### src/rtl/modrst_pkg.sv
`timescale 1ns/1ps
package modrst_pkg;
    typedef enum logic {
        MR_DIRECT = 1'b0,
        MR_SETCLR = 1'b1
    } mr_layout_e;

    typedef enum logic {
        SYS_IDLE  = 1'b0,
        SYS_PULSE = 1'b1
    } sys_state_e;

    localparam int unsigned MR_WORD_W  = 32;
    localparam int unsigned MR_SYS_BIT = 31;

    // Byte offset of the word that asserts (or loads) bank k.
    function automatic int unsigned mr_set_off(mr_layout_e lay, int unsigned k);
        return (lay == MR_SETCLR) ? 8 * k : 4 * k;
    endfunction

    // Byte offset of the release word of bank k (pair layout only).
    function automatic int unsigned mr_clr_off(int unsigned k);
        return 8 * k + 4;
    endfunction
endpackage

### src/rtl/modrst_decode.sv
`timescale 1ns/1ps
module modrst_decode
    import modrst_pkg::*;
#(
    parameter mr_layout_e  LAYOUT    = MR_DIRECT,
    parameter int unsigned NUM_BANKS = 2,
    parameter int unsigned ADDR_W    = 12,
    localparam int unsigned SEL_W    = (NUM_BANKS > 1) ? $clog2(NUM_BANKS) : 1
) (
    input  logic                                  clk,
    input  logic                                  rst_n,
    input  logic [ADDR_W-1:0]                     addr_i,
    input  logic                                  we_i,
    input  logic [MR_WORD_W-1:0]                  wdata_i,
    output logic [NUM_BANKS-1:0][MR_WORD_W-1:0]   set_o,
    output logic [NUM_BANKS-1:0][MR_WORD_W-1:0]   clr_o,
    output logic                                  rd_hit_o,
    output logic [SEL_W-1:0]                      rd_sel_o
);
    always_comb begin
        set_o    = '0;
        clr_o    = '0;
        rd_hit_o = 1'b0;
        rd_sel_o = '0;
        for (int unsigned k = 0; k < NUM_BANKS; k++) begin
            if (addr_i == ADDR_W'(mr_set_off(LAYOUT, k))) begin
                rd_hit_o = 1'b1;
                rd_sel_o = SEL_W'(k);
                if (we_i) begin
                    set_o[k] = wdata_i;
                    if (LAYOUT == MR_DIRECT) begin
                        clr_o[k] = ~wdata_i;
                    end
                end
            end
            if ((LAYOUT == MR_SETCLR) && (addr_i == ADDR_W'(mr_clr_off(k)))) begin
                rd_hit_o = 1'b1;
                rd_sel_o = SEL_W'(k);
                if (we_i) begin
                    clr_o[k] = wdata_i;
                end
            end
        end
    end

    // an idle bus produces no strobe at all
    p_idle_quiet_r10: assert property (@(posedge clk) disable iff (!rst_n)
        !we_i |-> (set_o == '0 && clr_o == '0));
endmodule

### src/rtl/modrst_bank.sv
`timescale 1ns/1ps
module modrst_bank
    import modrst_pkg::*;
#(
    parameter bit HAS_SYS = 1'b0
) (
    input  logic                 clk,
    input  logic                 rst_n,
    input  logic [MR_WORD_W-1:0] set_i,
    input  logic [MR_WORD_W-1:0] clr_i,
    input  logic                 sys_i,
    output logic [MR_WORD_W-1:0] q_o
);
    localparam logic [MR_WORD_W-1:0] FLOP_MASK =
        HAS_SYS ? ~(MR_WORD_W'(1) << MR_SYS_BIT) : '1;

    for (genvar b = 0; b < MR_WORD_W; b++) begin : g_bit
        if (HAS_SYS && (b == MR_SYS_BIT)) begin : g_sys
            logic unused_strobe;
            assign unused_strobe = set_i[b] ^ clr_i[b];
            assign q_o[b] = sys_i;
        end else begin : g_ff
            logic line_q;
            always_ff @(posedge clk or negedge rst_n) begin
                if (!rst_n) begin
                    line_q <= 1'b0;
                end else if (set_i[b]) begin
                    line_q <= 1'b1;
                end else if (clr_i[b]) begin
                    line_q <= 1'b0;
                end
            end
            assign q_o[b] = line_q;
        end
    end

    if (!HAS_SYS) begin : g_nosys
        logic unused_sys;
        assign unused_sys = sys_i;
    end

    // a set strobe raises its line on the next edge
    p_set_raises_r5: assert property (@(posedge clk) disable iff (!rst_n)
        ((set_i & FLOP_MASK) != '0) |=>
        ((q_o & $past(set_i & FLOP_MASK)) == $past(set_i & FLOP_MASK)));

    // a clear strobe without a set drops its line on the next edge
    p_clr_drops_r3: assert property (@(posedge clk) disable iff (!rst_n)
        ((clr_i & ~set_i & FLOP_MASK) != '0) |=>
        ((q_o & $past(clr_i & ~set_i & FLOP_MASK)) == '0));

    // with no strobe, stored lines hold
    p_hold_r7: assert property (@(posedge clk) disable iff (!rst_n)
        (((set_i | clr_i) & FLOP_MASK) == '0) |=> $stable(q_o & FLOP_MASK));
endmodule

### src/rtl/modrst_sysreq.sv
`timescale 1ns/1ps
module modrst_sysreq
    import modrst_pkg::*;
(
    input  logic clk,
    input  logic rst_n,
    input  logic req_i,
    output logic pulse_o
);
    sys_state_e state_q, state_d;

    always_ff @(posedge clk or negedge rst_n) begin
        if (!rst_n) begin
            state_q <= SYS_IDLE;
        end else begin
            state_q <= state_d;
        end
    end

    always_comb begin
        unique case (state_q)
            SYS_IDLE:  state_d = req_i ? SYS_PULSE : SYS_IDLE;
            SYS_PULSE: state_d = req_i ? SYS_PULSE : SYS_IDLE;
            default:   state_d = SYS_IDLE;
        endcase
    end

    always_comb begin
        pulse_o = (state_q == SYS_PULSE);
    end

    // a request yields the pulse on the following cycle
    p_req_pulse_r8: assert property (@(posedge clk) disable iff (!rst_n)
        req_i |=> pulse_o);

    // the pulse lasts one cycle unless requested again
    p_single_cycle_r8: assert property (@(posedge clk) disable iff (!rst_n)
        (pulse_o && !req_i) |=> !pulse_o);
endmodule

### src/rtl/modrst_ctrl.sv
`timescale 1ns/1ps
module modrst_ctrl
    import modrst_pkg::*;
#(
    parameter mr_layout_e  LAYOUT    = MR_DIRECT,
    parameter int unsigned NUM_BANKS = 2,
    parameter int unsigned ADDR_W    = 12,
    localparam int unsigned LINES    = NUM_BANKS * MR_WORD_W,
    localparam int unsigned SEL_W    = (NUM_BANKS > 1) ? $clog2(NUM_BANKS) : 1
) (
    input  logic                 clk,
    input  logic                 rst_n,
    input  logic [ADDR_W-1:0]    bus_addr_i,
    input  logic                 bus_we_i,
    input  logic [MR_WORD_W-1:0] bus_wdata_i,
    output logic [MR_WORD_W-1:0] bus_rdata_o,
    output logic [LINES-1:0]     mod_rst_o,
    output logic                 sys_rst_o
);
    logic [NUM_BANKS-1:0][MR_WORD_W-1:0] set_s;
    logic [NUM_BANKS-1:0][MR_WORD_W-1:0] clr_s;
    logic [NUM_BANKS-1:0][MR_WORD_W-1:0] bank_q;
    logic                                rd_hit;
    logic [SEL_W-1:0]                    rd_sel;
    logic                                sys_pulse;

    modrst_decode #(
        .LAYOUT    (LAYOUT),
        .NUM_BANKS (NUM_BANKS),
        .ADDR_W    (ADDR_W)
    ) u_decode (
        .clk      (clk),
        .rst_n    (rst_n),
        .addr_i   (bus_addr_i),
        .we_i     (bus_we_i),
        .wdata_i  (bus_wdata_i),
        .set_o    (set_s),
        .clr_o    (clr_s),
        .rd_hit_o (rd_hit),
        .rd_sel_o (rd_sel)
    );

    modrst_sysreq u_sysreq (
        .clk     (clk),
        .rst_n   (rst_n),
        .req_i   (set_s[0][MR_SYS_BIT]),
        .pulse_o (sys_pulse)
    );

    for (genvar k = 0; k < NUM_BANKS; k++) begin : g_bank
        modrst_bank #(
            .HAS_SYS (k == 0)
        ) u_bank (
            .clk   (clk),
            .rst_n (rst_n),
            .set_i (set_s[k]),
            .clr_i (clr_s[k]),
            .sys_i (sys_pulse),
            .q_o   (bank_q[k])
        );
        assign mod_rst_o[k*MR_WORD_W +: MR_WORD_W] = bank_q[k];
    end

    assign sys_rst_o   = sys_pulse;
    assign bus_rdata_o = rd_hit ? bank_q[rd_sel] : '0;

    // reset leaves every output low on the next edge
    p_reset_low_r1: assert property (@(posedge clk)
        !rst_n |=> (mod_rst_o == '0 && !sys_rst_o));

    // an unmapped read returns zero
    p_unmapped_zero_r9: assert property (@(posedge clk) disable iff (!rst_n)
        !rd_hit |-> (bus_rdata_o == '0));
endmodule

### config.mk
export PLATFORM = sky130hd
export DESIGN_NAME = modrst_ctrl
export DESIGN_NICKNAME = d
export VERILOG_FILES = /design/src/rtl/modrst_pkg.sv /design/src/rtl/modrst_decode.sv /design/src/rtl/modrst_bank.sv /design/src/rtl/modrst_sysreq.sv /design/src/rtl/modrst_ctrl.sv
export SDC_FILE = /design/constraint.sdc
export NUM_CORES = 1
export LEC_CHECK = 0
export ABC_AREA = 0
export ABC_CLOCK_PERIOD_IN_PS = 1700
export BUFFER_PORTS_ARGS = -buffer_cell sky130_fd_sc_hd__buf_2
export CAP_MARGIN = 40
export CELL_PAD_IN_SITES_DETAIL_PLACEMENT = 1
export CELL_PAD_IN_SITES_GLOBAL_PLACEMENT = 2
export CORE_MARGIN = 1
export CORE_UTILIZATION = 30
export CTS_BUF_LIST = sky130_fd_sc_hd__clkbuf_16
export CTS_CLUSTER_DIAMETER = 50
export DETAILED_ROUTE_END_ITERATION = 16
export MAX_ROUTING_LAYER = met4
export PLACE_DENSITY_LB_ADDON = 0.15
export SLEW_MARGIN = 20
export SYNTH_ARGS = -nofsm -noshare
export SYNTH_HDL_FRONTEND = slang
export SYNTH_SLANG_ARGS = --single-unit
### constraint.sdc
create_clock -name clk -period 1.7 [get_ports clk]
set_input_delay 0.255 -clock clk [delete_from_list [all_inputs] [get_ports clk]]
set_output_delay 0.255 -clock clk [all_outputs]
set_load 0.005 [all_outputs]
Yosys cells after proc, flatten, opt, wreduce, memory -nomap -nowiden
Index checks and enable logic that the tools add are counted.

$lt $le $gt $ge: 1. Equality and inequality tests: 1. Multiplexer cells: 139. Bitwise logic cells: 1. Reductions and logical operators: 64.

Operators by type and width (number): 32-bit two-way mux (8); 1-bit two-way mux (130); 2-bit nonzero test (63); 32-bit inverter (1); 31-bit two-way mux (1); 12-bit by 3-bit == test with 1-bit output, second input constant (1); 12-bit zero test (1); 1-bit by 2-bit < comparator with 1-bit output, second input constant (1).

Register bits: 64. Input bits: 47. Output and inout port bits: 97. Logic and storage cells: 270.

Longest topological paths before layout
Gate-level depths: netlist of the first run.

Depth after elaboration: 5. Gate-level depth with buffers: 5. Depth with buffers taken out: 3.

Modules after synthesis
From an unflattened synthesis of the first run, not the netlist that was laid out.

Cells, all modules: 660. Area total of the unflattened synthesis: 6169.7 um^2.

By module, submodules not included: modrst_decode (instances 1, cells an instance 335, area each 2775.2 um^2, seq. area each 0.0 um^2); modrst_bank at g_bank[1].u_bank (instances 1, cells an instance 128, area each 1401.3 um^2, seq. area each 800.8 um^2); modrst_bank at g_bank[0].u_bank (instances 1, cells an instance 125, area each 1365.1 um^2, seq. area each 775.7 um^2); modrst_ctrl (instances 1, cells an instance 71, area each 603.1 um^2, seq. area each 0.0 um^2); modrst_sysreq (instances 1, cells an instance 1, area each 25.0 um^2, seq. area each 25.0 um^2).

Worst setup path after synthesis of the first run
Ideal clock, no wire load.

Path kind: in2reg. From: input port bus_addr_i[1]. To: register g_bank[1].u_bank.g_bit[0].g_ff.line_q. Setup time: 125 ps. Data arrival time: 1299 ps. Required time: 1575 ps. Slack: 276 ps. Stages on the path: 4. Buffers on the path: 1. Cells stage by stage: nor4_4 -> nand4_2 -> buf_6 -> mux2_4.

Word-level cells in the longest chain between the ends: 3. Elaborated cells between the ends (all ways): 5. Classes of those cells: eq/ne: 1; mux: 3; reduce/logical: 1.

RTL lines: start, declared (RTL line modrst_ctrl.sv:13) `input logic [ADDR_W-1:0] bus_addr_i,`; 12-bit by 3-bit == test with 1-bit output * (RTL line modrst_decode.sv:26) `if (addr_i == ADDR_W'(mr_set_off(LAYOUT, k))) begin`; 32-bit two-way mux (RTL line modrst_decode.sv:26); 1-bit two-way mux or 2-bit nonzero test (tied branches); end signal, assigned (RTL line modrst_bank.sv:26) `line_q <= 1'b0;`; end signal, assigned (RTL line modrst_bank.sv:28) `line_q <= 1'b1;`; end signal, assigned (RTL line modrst_bank.sv:30) `line_q <= 1'b0;`; end, declared (RTL line modrst_bank.sv:23) `logic line_q;`.

Every way passes the cells marked *; elsewhere a longest branch is shown, timed or not. A chain may end at the register's enable or synchronous reset.

Worst setup path in the final report of the first run
From: input port bus_addr_i[4]. To: output port bus_rdata_o[2].

Word-level cells in the longest chain between the ends: 5. Elaborated cells between the ends (all ways): 8. Classes of those cells: eq/ne: 1; mux: 6; reduce/logical: 1.

RTL lines: 12-bit by 3-bit == test with 1-bit output (RTL line modrst_decode.sv:26); 1-bit two-way mux (RTL line modrst_decode.sv:26); 32-bit two-way mux (implied by the code) (2 in a row) (RTL line modrst_ctrl.sv:65) `assign bus_rdata_o = rd_hit ? bank_q[rd_sel] : '0;`; 32-bit two-way mux * (RTL line modrst_ctrl.sv:65); end, declared (RTL line modrst_ctrl.sv:16) `output logic [MR_WORD_W-1:0] bus_rdata_o,`.

Every way passes the cells marked *; elsewhere a longest branch is shown, timed or not. The select of a mux whose other input is x is not followed.

==> reports/metrics.yaml, run 1 <==
final_layout:
  utilization: 0.375
  finalNonFillerCells: 515
  final_area_mm2: 0.00430
  drive_gt1_frac: 0.629
  nNetsFinal: 414
  insertedDiodeCount: 0
  areaGrowthSynthToFinish_pct: 21.1
clocking:
  clock_sinks: 64
  clock_latency_ns: 0.32
  path_clk_slew_ns: 0.05
  cts_root_buffer: "clkbuf_16"
  cts_tree: "built"
  h-tree-depth: 3
  cts_buffers: 9
  clockBufferDepth: 2
critical_path:
  r2r_end: "g_bank[1].u_bank.g_bit[1].g_ff.line_q"
  r2r_start: "g_bank[1].u_bank.g_bit[1].g_ff.line_q"
  crit_start: "bus_addr_i[4]"
  crit_end: "bus_rdata_o[2]"
  critPathKind: "input port to output pin"
  worst-path-max-fanout: 22
  cp.arrival_ns: 1.30
  reg2reg_depth: 1
  start_kind: "input port"
  cp-end-kind: "output pin"
  crit_required_ns: 1.44
  reg2reg_setup_slack_ns: 0.92
sta:
  relSlewSlack: 0.760
  finalSetupViolations: 0
  max_freq_mhz: 642
  maxSlewViolCount: 0
  min_period_ns: 1.56
  worst_pin_slew_ns: 0.360
  layout_setup_ws_ns: 0.143
  hold_ws_ns: 0.167
  skew_ns: 0
  hold_viol_final: 0
  fin_setup_tns_ns: 0
  fin_crit_sh: 0.916
yosys:
  async_flop_share: 1.00
  ys.flop_type: "dfrtp_1"
  synth.distinct_cells: 17
  synth_top_area_share: 0.451
  syn_inst: 278
  synthTopCellsByCount: "buf_4, dfrtp_1, nor2_1, mux2_4, mux2i_1"
  ys_ff_latch: 64
  ys_seq_area_frac: 0.451
  synth_edf_count: 0
  netlist_area_mm2: 0.00355
  avgSynthCellArea_um2: 12.8
  syn-num-nets: 325
  synth_area_leaders: "dfrtp_1, buf_4, mux2_4"
  yosys_warnings: 0
  yosys.area.top_type: "dfrtp_1"
grt:
  gr-usage-all-layers: 0.143
  grt_pass1_vias: 2394
  antenna_found_initial: 0
  grt_overflow: 0
  grt_pass1_wl_mm: 13.2
  grt_max_degree: 65
floorplanning:
  core_area_mm2: 0.0115
  ios: 144
  rows: 39
  fp.dieArea_mm2: 0.0123
  die-height_um: 111
  fp.dieW_um: 111
  start_util: 0.310
drt:
  first_pass_iters: 4
  drt_iter0_drc: 24
  ant_nets: 0
  drcViolationCount: 0
  vias: 2243
  via_per_inst: 4.36
  wl_per_cell_um: 15.8
  routed_wirelength_mm: 8.11
place:
  post-dp-hpwl_mm: 5.71
  dp.cells: 496
  portBuffers: 143
  placed_area_mm2: 0.00398
  routabilityCongestion: 0.670
  dpl_worst_slack_ns: -0.0191
flow_run:
  maxCapViolCount: 0
hold_path:
  hold_class: "input port to register"
  min_path_cells: 3
  holdCritStartpoint: "bus_wdata_i[31]"
power_and_ir_drop:
  ir_drop_v: 0.000320
  p_per_area_mw_per_mm2: 807
  leakage_nw: 2.54
  p_total_mw: 3.47
run_status:
  outcome: "finished clean"
[worst min path at each step]
stage | to | slack (ns)
floorplan | g_bank[0].u_bank.g_bit[0].g_ff.line_q | -0.04
global placement | g_bank[1].u_bank.g_bit[28].g_ff.line_q | 0.31
detailed placement | g_bank[0].u_bank.g_bit[28].g_ff.line_q | 0.30
CTS | u_sysreq.pulse_o | 0.15
global route | g_bank[1].u_bank.g_bit[10].g_ff.line_q | 0.17
finish | u_sysreq.pulse_o | 0.17
[placed cells by master, fill, tap and decap left out]
| master | instances |
|---|---|
| nand2_1 | 1 |
| nand4_4 | 1 |
| buf_6 | 1 |
| nor4_4 | 2 |
| clkbuf_16 | 9 |
| inv_1 | 2 |
| mux2_2 | 31 |
| nor2b_1 | 1 |
| buf_4 | 7 |
| nor3_4 | 1 |
| buf_2 | 143 |
| mux2_4 | 32 |
| and2_1 | 1 |
| bufinv_16 | 1 |
| dfrtp_1 | 64 |
| clkinv_1 | 2 |
| mux2i_1 | 32 |
| nand3_1 | 1 |
| nor2_1 | 33 |
| clkinv_2 | 2 |
| buf_12 | 3 |
| nand4_2 | 1 |
| dlygate4sd3_1 | 1 |
[critical path, cell delays in order]
cell and delay, ns:
buf_2 0.11, nor4_4 0.30, nand3_1 0.17, buf_6 0.21, nor2_1 0.13, buf_2 0.12
[flip-flops by register name, indices dropped and copies added (netlist names)]
signal,flops
u_sysreq.pulse_o,1
g_bank.u_bank.g_bit.g_ff.line_q,63
[report_power, final]
part	internal (mW)	switching (mW)	total, mW
clock network	1.11	0.647	1.75
logic	0.0815	0.0952	0.177
registers	1.53	0.00510	1.54
[area by class of cell]
cell class	instances	area, um2
Sequential cell	64	1600
Multi-Input combinational cell	137	1390
Fill cell	1261	7170
Clock inverter	7	55.1
Timing Repair Buffer	155	850
Clock buffer	9	225
Tap cell	143	179
[cells by family after synthesis]
family	count (synthesis)	synth area share
muxes	95	0.324
buffers and inverters	77	0.162
DFF	64	0.451
and+or+nand+nor	42	0.0627
[metal layers]
layer,part of all wire,track usage,vias to the layer above
met5,0,-,-
met4,0.0095,0.0533,0
met3,0.042,0.0306,6
met2,0.53,0.245,67
met1,0.41,0.163,1118
li1,-,-,1052
[repair_timing]
| action | in CTS | in global routing |
|---|---|---|
| hold endpoints to repair | 64 | 0 |
| endpoints found under the setup margin | 3 | 22 |
| buffers inserted | 2 | 0 |
| resized for setup | 0 | 2 |
| pin swaps | 2 | 0 |
| hold buffers | 1 | 0 |
(Power assumes the default switching activity.)
==> run 2: changes to the inputs <==
--- a/config.mk
+++ b/config.mk
@@ -18,6 +18,7 @@
 export DETAILED_ROUTE_END_ITERATION = 16
 export MAX_ROUTING_LAYER = met4
 export PLACE_DENSITY_LB_ADDON = 0.15
+export SETUP_SLACK_MARGIN = 0.4
 export SLEW_MARGIN = 20
 export SYNTH_ARGS = -nofsm -noshare
 export SYNTH_HDL_FRONTEND = slang
==> run 2 against run 1 <==
Compared with the run above:
- combinational power is 5% higher
- utilization up 0.87 points
- routed wire length is 1.3% higher
- non-clock buffer count up 5
- design area is 2.3% higher
- sequential share of layout area shrank 0.85 points
- critical path depth did not move
==> reports/metrics.yaml, run 2 (synthesized netlist as in run 1, its figures left out) <==
final_layout:
  largest_reg_flops: 63  # unchanged
  regMostFlops: "g_bank.u_bank.g_bit.g_ff.line_q"
  insertedDiodeCount: 0  # unchanged
  areaGrowthSynthToFinish_pct: 23.9
  mostFrequentLayoutCells: "buf_2, dfrtp_1, nor2_1"
  drive_gt1_frac: 0.637  # +0.00757
  nNetsFinal: 419  # +1.2%
  final_common_cell: "buf_2"
  final_area_mm2: 0.00440  # +2.3%
  utilization: 0.384  # +0.00873
sta:
  min_period_ns: 1.56  # +0.00572 ns
  maxSlewViolCount: 0  # unchanged
  fin_setup_tns_ns: 0  # unchanged
  layout_setup_ws_ns: 0.137  # -0.00572 ns
  max_freq_mhz: 640  # -0.37%
  finalSetupViolations: 0  # unchanged
  relSlewSlack: 0.767  # +0.00677
  skew_ns: 0  # unchanged
  worst_pin_slew_ns: 0.350  # -0.0102 ns
  fin_crit_sh: 0.919  # +0.00337
  rsz0062_at_grt: "yes"
  hold_viol_final: 0  # unchanged
drt:
  via_per_inst: 4.42  # +1.4%
  drcViolationCount: 0  # unchanged
  drt_iter0_drc: 56  # +130%
  wl_per_cell_um: 15.8  # +0.37%
  routed_wirelength_mm: 8.22  # +1.3%
  vias: 2296  # +2.4%
  ant_nets: 0  # unchanged
  first_pass_iters: 3  # -1
place:
  portBuffers: 143  # unchanged
  post-dp-hpwl_mm: 5.90  # +3.2%
  dpl_worst_slack_ns: 0.0210  # +0.0401 ns
  routabilityCongestion: 0.649  # -3.2%
  placed_area_mm2: 0.00401  # +0.69%
critical_path:
  cp_top_family: "simple AND/OR/NAND/NOR gates"
  worst-path-max-fanout: 12  # -45%
  cp.arrival_ns: 1.31  # about the same
  critPathKind: "input port to output pin"
  start_kind: "input port"
  cp-end-kind: "output pin"
  cpPeakStageDelay_ns: 0.31  # about the same
  path_common_cell: "buf_2"
  crit_path_top_delay_cell: "nor4_4"
  path_cells: "buf_2 > nor4_4 > nand3_2 > buf_6 > nor2_1 > buf_2"
  worst-path-buf-inv: 3  # unchanged
  crit_required_ns: 1.44  # about the same
power_and_ir_drop:
  leakage_nw: 2.59  # +1.9%
  p_total_mw: 3.46  # -0.30%
  p_per_area_mw_per_mm2: 786  # -2.6%
  ir_drop_v: 0.000414  # +29%
flow_run:
  maxCapViolCount: 0  # unchanged
clocking:
  cts_tree: "built"
  cts_root_buffer: "clkbuf_16"
  cts_buffers: 9  # unchanged
  h-tree-depth: 3  # unchanged
  clock_latency_ns: 0.32  # about the same
  path_clk_slew_ns: 0.05  # about the same
  clock_sinks: 64  # unchanged
  clockBufferDepth: 2  # unchanged
grt:
  gr-usage-all-layers: 0.146  # +0.00372
  grt_pass1_vias: 2447  # +2.2%
  grt_max_degree: 65  # unchanged
  antenna_found_initial: 0  # unchanged
  grt_pass1_wl_mm: 13.5  # +1.7%
  grt_overflow: 0  # unchanged
floorplanning:
  ios: 144  # unchanged
  fp.dieW_um: 111  # unchanged
  rows: 39  # unchanged
  fp.dieArea_mm2: 0.0123  # unchanged
  start_util: 0.310  # unchanged
  core_area_mm2: 0.0115  # unchanged
  die-height_um: 111  # unchanged
hold_path:
  hold_class: "input port to register"
run_status:
  outcome: "finished clean"
[run 2: cell types whose count changed in the layout (fill, tap and decap cells not counted), sizes merged]
cell	delta
buf	+4
clkbuf	+1
[run 2: cell type report]
| cell class | instances | area (um2) |
|---|---|---|
| Timing Repair Buffer | 160 | 945 |
| Sequential cell | 64 | 1600 |
| Clock inverter | 7 | 55.1 |
| Fill cell | 1301 | 7070 |
| Tap cell | 143 | 179 |
| Clock buffer | 9 | 225 |
| Multi-Input combinational cell | 137 | 1390 |
[run 2: routing by layer]
layer | up-vias | global-route usage | wire length, um
met4 | 0 | 0.0533 | 126
li1 | 1061 | - | -
met2 | 65 | 0.253 | 4440
met3 | 10 | 0.0388 | 353
met1 | 1160 | 0.161 | 3300
met5 | - | - | 0
[run 2: stage by stage]
| step | hold WS, ns | cells |
|---|---|---|
| 6_report | 0.160 | 520 |
| 5_1_grt | 0.158 | 520 |
| 4_1_cts | 0.146 | 519 |
| 3_5_place_dp | 0.305 | 499 |
| 3_3_place_gp | 0.306 | 499 |
| 2_1_floorplan | -0.0406 | 278 |
[run 2: what timing repair did]
action | 4_1_cts | 5_1_grt
endpoints found under the hold margin | 64 | 0
hold buffers | 1 | 0
gates cloned | 1 | 0
resized for setup | 7 | 6
endpoints found under the setup margin | 72 | 95
setup buffers | 2 | 1
pin swaps | 2 | 3
[run 2: path summary, 6_finish.rpt]
path / end / cells after the start / slack, ns / start
worst min-delay path: u_sysreq.pulse_o / 3 / 0.16 / bus_wdata_i[31]
worst min register to register: g_bank[0].u_bank.g_bit[7].g_ff.line_q / 1 / 0.52 / g_bank[0].u_bank.g_bit[7].g_ff.line_q
min in group asynchronous: g_bank[0].u_bank.g_bit[28].g_ff.line_q / 3 / 0.48 / rst_n
worst max-delay path: bus_rdata_o[31] / 6 / 0.14 / bus_addr_i[4]
max in group asynchronous: g_bank[1].u_bank.g_bit[13].g_ff.line_q / 3 / 0.95 / rst_n
worst max register to register: g_bank[0].u_bank.g_bit[5].g_ff.line_q / 1 / 0.91 / g_bank[0].u_bank.g_bit[5].g_ff.line_q
[run 2: power by group]
group          internal [mW]  total, mW  switching (mW)  leakage (nW)
clock                   1.11       1.74           0.629         0.147
combinational         0.0870      0.185          0.0975          1.55
sequential              1.53       1.54         0.00508         0.894
